**config.mk**
```make
export PLATFORM = sky130hd
export DESIGN_NAME = ext_reset_pulser
export DESIGN_NICKNAME = d
export VERILOG_FILES = /design/src/rtl/erp_pkg.sv /design/src/rtl/erp_cfg_reg.sv /design/src/rtl/erp_pulse_timer.sv /design/src/rtl/erp_pad_drive.sv /design/src/rtl/ext_reset_pulser.sv
export SDC_FILE = /design/constraint.sdc
export NUM_CORES = 1
export LEC_CHECK = 0
export BUFFER_PORTS_ARGS = -buffer_cell sky130_fd_sc_hd__buf_2
export CAP_MARGIN = 20
export CORE_ASPECT_RATIO = 1.1
export CORE_MARGIN = 1.5
export CORE_UTILIZATION = 45
export CTS_BUF_LIST = sky130_fd_sc_hd__clkbuf_4 sky130_fd_sc_hd__clkbuf_8
export DETAILED_ROUTE_END_ITERATION = 8
export PLACE_DENSITY = 0.73
export SLEW_MARGIN = 25
export SYNTH_ARGS = -nofsm -noshare
export SYNTH_HDL_FRONTEND = slang
export SYNTH_SLANG_ARGS = --single-unit
```
**constraint.sdc**
```tcl
create_clock -name clk -period 2.3 [get_ports clk]
set_input_delay 0.115 -clock clk [delete_from_list [all_inputs] [get_ports clk]]
set_output_delay 0.115 -clock clk [all_outputs]
set_load 0.02 [all_outputs]
```
**src/rtl/erp_pkg.sv**
```systemverilog
package erp_pkg;
  localparam int WORD_W = 32;

  localparam logic [7:0] CMD_HIGH  = 8'hA5;
  localparam logic [7:0] CMD_LOW   = 8'h5A;
  localparam logic [7:0] CMD_PUSH  = 8'hA8;
  localparam logic [7:0] CMD_DRAIN = 8'h8A;

  typedef struct packed {
    logic act_high;
    logic push_pull;
  } erp_mode_t;

  // Apply a command byte to the current mode; unknown bytes keep it.
  function automatic erp_mode_t apply_cmd(input erp_mode_t cur, input logic [7:0] cmd);
    erp_mode_t nxt;
    nxt = cur;
    case (cmd)
      CMD_HIGH:  nxt.act_high  = 1'b1;
      CMD_LOW:   nxt.act_high  = 1'b0;
      CMD_PUSH:  nxt.push_pull = 1'b1;
      CMD_DRAIN: nxt.push_pull = 1'b0;
      default:   nxt = cur;
    endcase
    return nxt;
  endfunction
endpackage

```
**src/rtl/erp_cfg_reg.sv**
```systemverilog
module erp_cfg_reg
  import erp_pkg::*;
#(
  parameter int DUR_W = 20,
  parameter logic [DUR_W-1:0] DUR_RST = 'hFF
) (
  input  logic              clk,
  input  logic              rst,
  input  logic              wr_en,
  input  logic [7:0]        wr_cmd,
  input  logic [DUR_W-1:0]  wr_dur,
  output erp_mode_t         mode,
  output logic [DUR_W-1:0]  dur,
  output logic [WORD_W-1:0] rd_data
);
  localparam int GAP_W = WORD_W - 2 - DUR_W;

  always_ff @(posedge clk) begin
    if (rst) begin
      dur  <= DUR_RST;
      mode <= '{act_high: 1'b0, push_pull: 1'b0};
    end else if (wr_en) begin
      dur  <= wr_dur;
      mode <= apply_cmd(mode, wr_cmd);
    end
  end

  generate
    if (GAP_W > 0) begin : g_gap
      assign rd_data = {mode.act_high, mode.push_pull, {GAP_W{1'b0}}, dur};
    end else begin : g_nogap
      assign rd_data = {mode.act_high, mode.push_pull, dur};
    end
  endgenerate
endmodule

```
**src/rtl/erp_pulse_timer.sv**
```systemverilog
module erp_pulse_timer #(
  parameter int DUR_W = 20
) (
  input  logic             clk,
  input  logic             rst,
  input  logic             trigger,
  input  logic             tick,
  input  logic [DUR_W-1:0] dur_load,
  output logic             busy,
  output logic [DUR_W-1:0] remaining
);
  always_ff @(posedge clk) begin
    if (rst) begin
      busy      <= 1'b0;
      remaining <= '0;
    end else if (!busy) begin
      if (trigger) begin
        busy      <= 1'b1;
        remaining <= dur_load;
      end
    end else if (tick) begin
      if (remaining == '0) busy <= 1'b0;
      else                 remaining <= remaining - 1'b1;
    end
  end
endmodule

```
**src/rtl/erp_pad_drive.sv**
```systemverilog
module erp_pad_drive
  import erp_pkg::*;
(
  input  logic      clk,
  input  logic      rst,
  input  logic      busy,
  input  erp_mode_t mode,
  output logic      pulse_out,
  output logic      pulse_oe
);
  logic level;
  assign level = busy ? mode.act_high : ~mode.act_high;

  always_ff @(posedge clk) begin
    if (rst) begin
      pulse_out <= 1'b1;
      pulse_oe  <= 1'b0;
    end else begin
      pulse_out <= level;
      pulse_oe  <= mode.push_pull | (busy & ~level);
    end
  end
endmodule

```
**src/rtl/ext_reset_pulser.sv**
```systemverilog
module ext_reset_pulser
  import erp_pkg::*;
#(
  parameter int DUR_W = 20,
  parameter logic [DUR_W-1:0] DUR_RST = 'hFF
) (
  input  logic        clk,
  input  logic        rst,
  input  logic        wr_en,
  input  logic [31:0] wr_data,
  output logic [31:0] rd_data,
  input  logic        trigger,
  input  logic        tick,
  output logic        pulse_out,
  output logic        pulse_oe
);
  erp_mode_t        mode;
  logic [DUR_W-1:0] dur;
  logic             busy;
  logic [DUR_W-1:0] remaining;

  generate
    if (DUR_W < 24) begin : g_spare
      logic unused_wr_bits;
      assign unused_wr_bits = ^wr_data[23:DUR_W];
    end
  endgenerate

  erp_cfg_reg #(.DUR_W(DUR_W), .DUR_RST(DUR_RST)) u_cfg (
    .clk(clk), .rst(rst), .wr_en(wr_en),
    .wr_cmd(wr_data[31:24]), .wr_dur(wr_data[DUR_W-1:0]),
    .mode(mode), .dur(dur), .rd_data(rd_data)
  );

  erp_pulse_timer #(.DUR_W(DUR_W)) u_timer (
    .clk(clk), .rst(rst), .trigger(trigger), .tick(tick),
    .dur_load(dur), .busy(busy), .remaining(remaining)
  );

  erp_pad_drive u_pad (
    .clk(clk), .rst(rst), .busy(busy), .mode(mode),
    .pulse_out(pulse_out), .pulse_oe(pulse_oe)
  );
endmodule

```
==> results_dict.tcl, run 1 <==
set metrics [dict create \
    slowest_delay_ps 610 \
    max_freq_mhz 492 \
    total_power_mw 1.93 \
    setup_violations 0 \
    clock_skew_ps 6.27 \
    syn_area_mm2 0.00242 \
    routedWlPerCell_um 13.1 \
    post_cts_buffers 0 \
    netlist.area_leader.share_pct 37.2 \
    min_from "wr_data[2]" \
    critPathBufInv 1 \
    synth_top_family_by_area "simple AND/OR/NAND/NOR gates" \
    postCtsHoldBufs 0 \
    fp.dieH_um 79.9 \
    antenna_found_initial 0 \
    drive_gt1_share_pct 27.1 \
    crit_chain "inv_1 -> ha_1 -> nor2b_1 -> nand4_2 -> o21a_1 -> o21ai_0 -> a21oi_2" \
    period_minus_slack_ps 2030 \
    drc 0 \
    rsz0062_at_grt "false" \
    hold_viol 0 \
    synth_top_cell_by_area "dfxtp_1" \
    cts_resized 0 \
    finalCritPeriodShare_pct 88.3 \
    clock_latency_ps 300 \
    reg2reg_slack_ps 270 \
    crit_slowest_cell "o21a_1" \
    p_leak_nw 1.21 \
    io_pins 71 \
    tns_ps 0 \
    fin_nets 380 \
    synth_fa_ha_area_share_pct 1.55 \
    track_usage_pct 19.6 \
    hold_slack_ps 24.9 \
    synth_simple_gate_area_share_pct 22.2 \
    gp_congestion 0.829 \
    relSlewSlack_pct 51.9 \
    overflow 0 \
    synthMuxAreaShare_pct 8.74 \
    ir_worst_vdd_uv 339 \
    yosysSeqAreaShare_pct 37.2 \
    synthXorXnorAreaFrac_pct 0 \
    grt_max_degree 38 \
    pre_cts_slack_ps 299 \
    grt_pass1_wl_mm 9.09 \
    rr_startpoint "u_timer.remaining[1]" \
    r2r_end "u_timer.remaining[17]" \
    status "complete, no violations" \
    vias 2208 \
    final_area_mm2 0.00281 \
    hpwl_mm 3.77 \
    clock-sinks 45 \
    clk_pin_slew_worst_paths_ps 80 \
    slew_violations 0 \
    yosysWarnings 0 \
    mostFrequentLayoutCells "buf_2, dfxtp_1, nand2_1" \
    first_pass_iters 4 \
    synth_area_leaders "dfxtp_1, mux2i_1, nand2_1" \
    worst-slew-pin-transition_ps 721 \
    cpLargestDelayFamily "compound AO/OA/AOI/OAI gates" \
    core_region_area_mm2 0.00510 \
    initial_utilization_pct 47.4 \
    synthDistinctLibCells 48 \
    maxCapViolCount 0 \
    min-delay-path-class "in -> reg" \
    via_per_inst 5.36 \
    ys_seq_elements 45 \
    crit_type "reg -> reg" \
    dieArea_mm2 0.00583 \
    worstPathRequired_ps 2540 \
    wl_mm 5.38 \
    cp-end-kind "register" \
    dpl_cell_area_mm2 0.00272 \
    final_common_cell "buf_2" \
    htree_levels 2 \
    grt_pass1_vias 2100 \
    holdPathStages 3 \
    min_to "u_cfg.dur[2]" \
    cts_tree "built" \
    io_buffer_count 56 \
    start_kind "register" \
    cellPowerDensity_mw_per_mm2 688 \
    cts_made_buffers 5 \
    clock_path_buffers 2 \
    drt_iter0_drc 158 \
    antenna_cells 0 \
    root_buffer "clkbuf_8" \
    synth_compound_area_share_pct 21.8 \
    synthCells 287 \
    path_max_fanout 19 \
    cp_data_arrival_time_ps 2270 \
    die_x_um 72.9 \
    reg2regPathDepth 7 \
    syn_area_per_cell_um2 8.43 \
    setup_slack_ps 268 \
    rows 27 \
    area_growth_pct 16.1 \
    ant_nets 0 \
]
==> per-stage QoR <==
stage                     instances  util (%)
final                           412      55.1
after CTS                       412      55.1
after global placement          405      53.3
after global routing            412      55.1
after floorplan                 296         -
after detailed placement        405      53.3
==> worst max path at each step <==
stage	start	endpoint	cells past startpoint
5_1_grt	u_timer.remaining[1]	u_timer.remaining[17]	7
3_3_place_gp	u_timer.remaining[1]	u_timer.remaining[14]	7
6_report	u_timer.remaining[1]	u_timer.remaining[17]	7
3_5_place_dp	u_timer.remaining[1]	u_timer.remaining[14]	7
4_1_cts	u_timer.remaining[1]	u_timer.remaining[14]	7
2_1_floorplan	u_timer.remaining[0]	u_timer.remaining[18]	8
==> cells in the mapped netlist (all sizes together) <==
cell / instances
dfxtp: 45
nand2: 33
nor2: 29
a21oi: 24
o21ai: 22
mux2i: 20
buf: 19
nor3: 13
clkbuf: 10
nand3: 9
inv: 6
a211oi: 5
nor2b: 5
o21a: 4
a31oi: 3
and3: 3
ha: 3
nand4: 3
o211ai: 3
o2bb2ai: 3
o31a: 3
o32ai: 3
o41ai: 3
nor4: 2
a2111oi: 1
a221oi: 1
a31o: 1
and4b: 1
conb: 1
mux2: 1
nand2b: 1
nand4b: 1
nor3b: 1
nor4b: 1
o22ai: 1
o31ai: 1
or2: 1
or3: 1
==> flip-flops by register name, summed over array words and instances (netlist names) <==
register	count
u_pad.pulse_out	1
u_cfg.mode	2
u_timer.remaining	20
u_cfg.dur	20
u_pad.pulse_oe	1
u_timer.busy	1
==> metal layers <==
metal	track usage [%]	share of wire, %
met5	0	0
met4	9.62	1.9
met3	2.65	2.9
met2	34.6	50
met1	23.1	45
==> report_power, final <==
| part | switching (mW) | internal [mW] |
|---|---|---|
| Combinational | 0.318 | 0.212 |
| Clock | 0.257 | 0.250 |
| Sequential | 0.0615 | 0.836 |
| Total | 0.636 | 1.30 |
==> worst reg2reg max path, cell delays in order, from the launching register on <==
cell and delay [ps]:
dfxtp_1 430, inv_1 90, ha_1 180, nor2b_1 130
nand4_2 120, o21a_1 610, o21ai_0 240, a21oi_2 170
==> logic make-up after synthesis <==
| logic type | Yosys count |
|---|---|
| AOI/OAI and AO/OA | 78 |
| adders and majority gates | 3 |
| buffers and inverters | 35 |
| DFF | 45 |
| muxes | 21 |
| other | 1 |
| and+or+nand+nor | 104 |
==> cell type report <==
class / count / area [um^2]
clock buffers: 7 / 90.1
well taps: 72 / 90.1
fillers: 490 / 2290
repair buffers: 66 / 355
inverters: 6 / 22.5
multi-input cells: 216 / 1350
flip-flops and latches: 45 / 901
(Power assumes the default switching activity.)
==> run 2: changes to the inputs <==
- PLACE_DENSITY: 0.73 -> 0.71
==> results_dict.tcl, run 2 (synthesis gave the netlist of run 1 again) <==
set metrics [dict create \
    tns_ps 0 \
    wl_mm 5.41 \
    htree_levels 2 \
    core_region_area_mm2 0.00510 \
    fin_nets 382 \
    period_minus_slack_ps 1940 \
    min-delay-path-class "in -> reg" \
    slew_violations 0 \
    clock_latency_ps 300 \
    grt_pass1_wl_mm 9.10 \
    dp_cells 407 \
    drc 0 \
    post_cts_buffers 0 \
    maxCapViolCount 0 \
    overflow 0 \
    grt_max_degree 38 \
    clk_pin_slew_worst_paths_ps 80 \
    drive_gt1_share_pct 27.7 \
    via_per_inst 5.29 \
    initial_utilization_pct 47.4 \
    rsz0062_at_grt "false" \
    path_max_fanout 6 \
    hpwl_mm 3.90 \
    gp_congestion 0.855 \
    cts_tree "built" \
    fillers 507 \
    setup_violations 0 \
    p_leak_nw 1.23 \
    drt_iter0_drc 139 \
    io_buffer_count 56 \
    grt_pass1_vias 2032 \
    clock-sinks 45 \
    cts_made_buffers 5 \
    cp-end-kind "register" \
    antenna_found_initial 0 \
    clock_skew_ps 8.99 \
    vias 2197 \
    ant_nets 0 \
    cellPowerDensity_mw_per_mm2 722 \
    routedWlPerCell_um 13.0 \
    worst-slew-pin-transition_ps 702 \
    final_common_cell "buf_2" \
    cts_resized 0 \
    postCtsHoldBufs 0 \
    fp.dieH_um 79.9 \
    status "complete, no violations" \
    stdcell_count 415 \
    clock_path_buffers 2 \
    worstPathRequired_ps 2470 \
    relSlewSlack_pct 53.1 \
    cp_data_arrival_time_ps 2110 \
    mostFrequentLayoutCells "buf_2, dfxtp_1, nand2_1" \
    finalCritPeriodShare_pct 84.3 \
    first_pass_iters 4 \
    die_x_um 72.9 \
    crit_type "reg -> reg" \
    top_regs "u_cfg.dur x20, u_timer.remaining x20, u_cfg.mode x2" \
    io_pins 71 \
    root_buffer "clkbuf_8" \
    max_freq_mhz 516 \
    ir_worst_vdd_uv 351 \
    start_kind "register" \
    track_usage_pct 19.8 \
    antenna_cells 0 \
    dieArea_mm2 0.00583 \
    area_growth_pct 18.0 \
    rows 27 \
    hold_viol 0 \
]
run 2: cell count changes in the layout (fill, tap and decap cells not counted):
cell | before | now
buf_4 | 10 | 12
bufinv_16 | 0 | 1
run 2: path summary, 6_finish.rpt:
path                            slack (ps)  cells past startpoint                     to             startpoint
worst min register to register         480                      2  u_timer.remaining[18]  u_timer.remaining[18]
worst max-delay path                   360                      7  u_timer.remaining[18]   u_timer.remaining[1]
worst max register to register         360                      7  u_timer.remaining[18]   u_timer.remaining[1]
worst min-delay path                    20                      3           u_cfg.dur[5]             wr_data[5]
run 2: metrics by stage:
step | power, mW | utilization (%) | cell area (um^2) | worst slack (ps) | hold slack, ps
CTS | 2.08 | 56.0 | 2860 | 356 | 19.3
finish | 2.06 | 56.0 | 2860 | 361 | 23.9
floorplan | 1.31 | - | 2450 | 445 | 215
global route | 2.18 | 56.0 | 2860 | 158 | 36.5
detailed placement | 1.45 | 53.6 | 2740 | 370 | 334
global placement | 1.44 | 53.6 | 2740 | 448 | 329
run 2: area by class of cell:
class | instances | area (um^2) | area share [%]
inverters | 6 | 22.5 | 0.789
multi-input cells | 216 | 1350 | 47.3
flip-flops and latches | 45 | 901 | 31.6
well taps | 72 | 90.1 | 3.16
repair buffers | 68 | 370 | 13.0
clock buffers | 7 | 90.1 | 3.16
clock inverters | 1 | 30.0 | 1.05
run 2: critical path, stage by stage (launching register included):
cell	delay, ps
dfxtp_1	370
inv_1	100
ha_1	170
nor4b_1	420
nand4_1	250
o31a_1	310
o21ai_2	130
a21oi_2	60
run 2: power breakdown:
| group | switching [mW] | internal (mW) |
|---|---|---|
| Combinational | 0.320 | 0.217 |
| Clock | 0.259 | 0.366 |
| Sequential | 0.0613 | 0.836 |
| Total | 0.641 | 1.42 |
run 2: routing by layer:
metal  wire [um]  global-route usage (%)
met3         222                    3.79
met1        2350                    24.0
met4          61                    6.23
met5           0                       0
met2        2780                    34.8
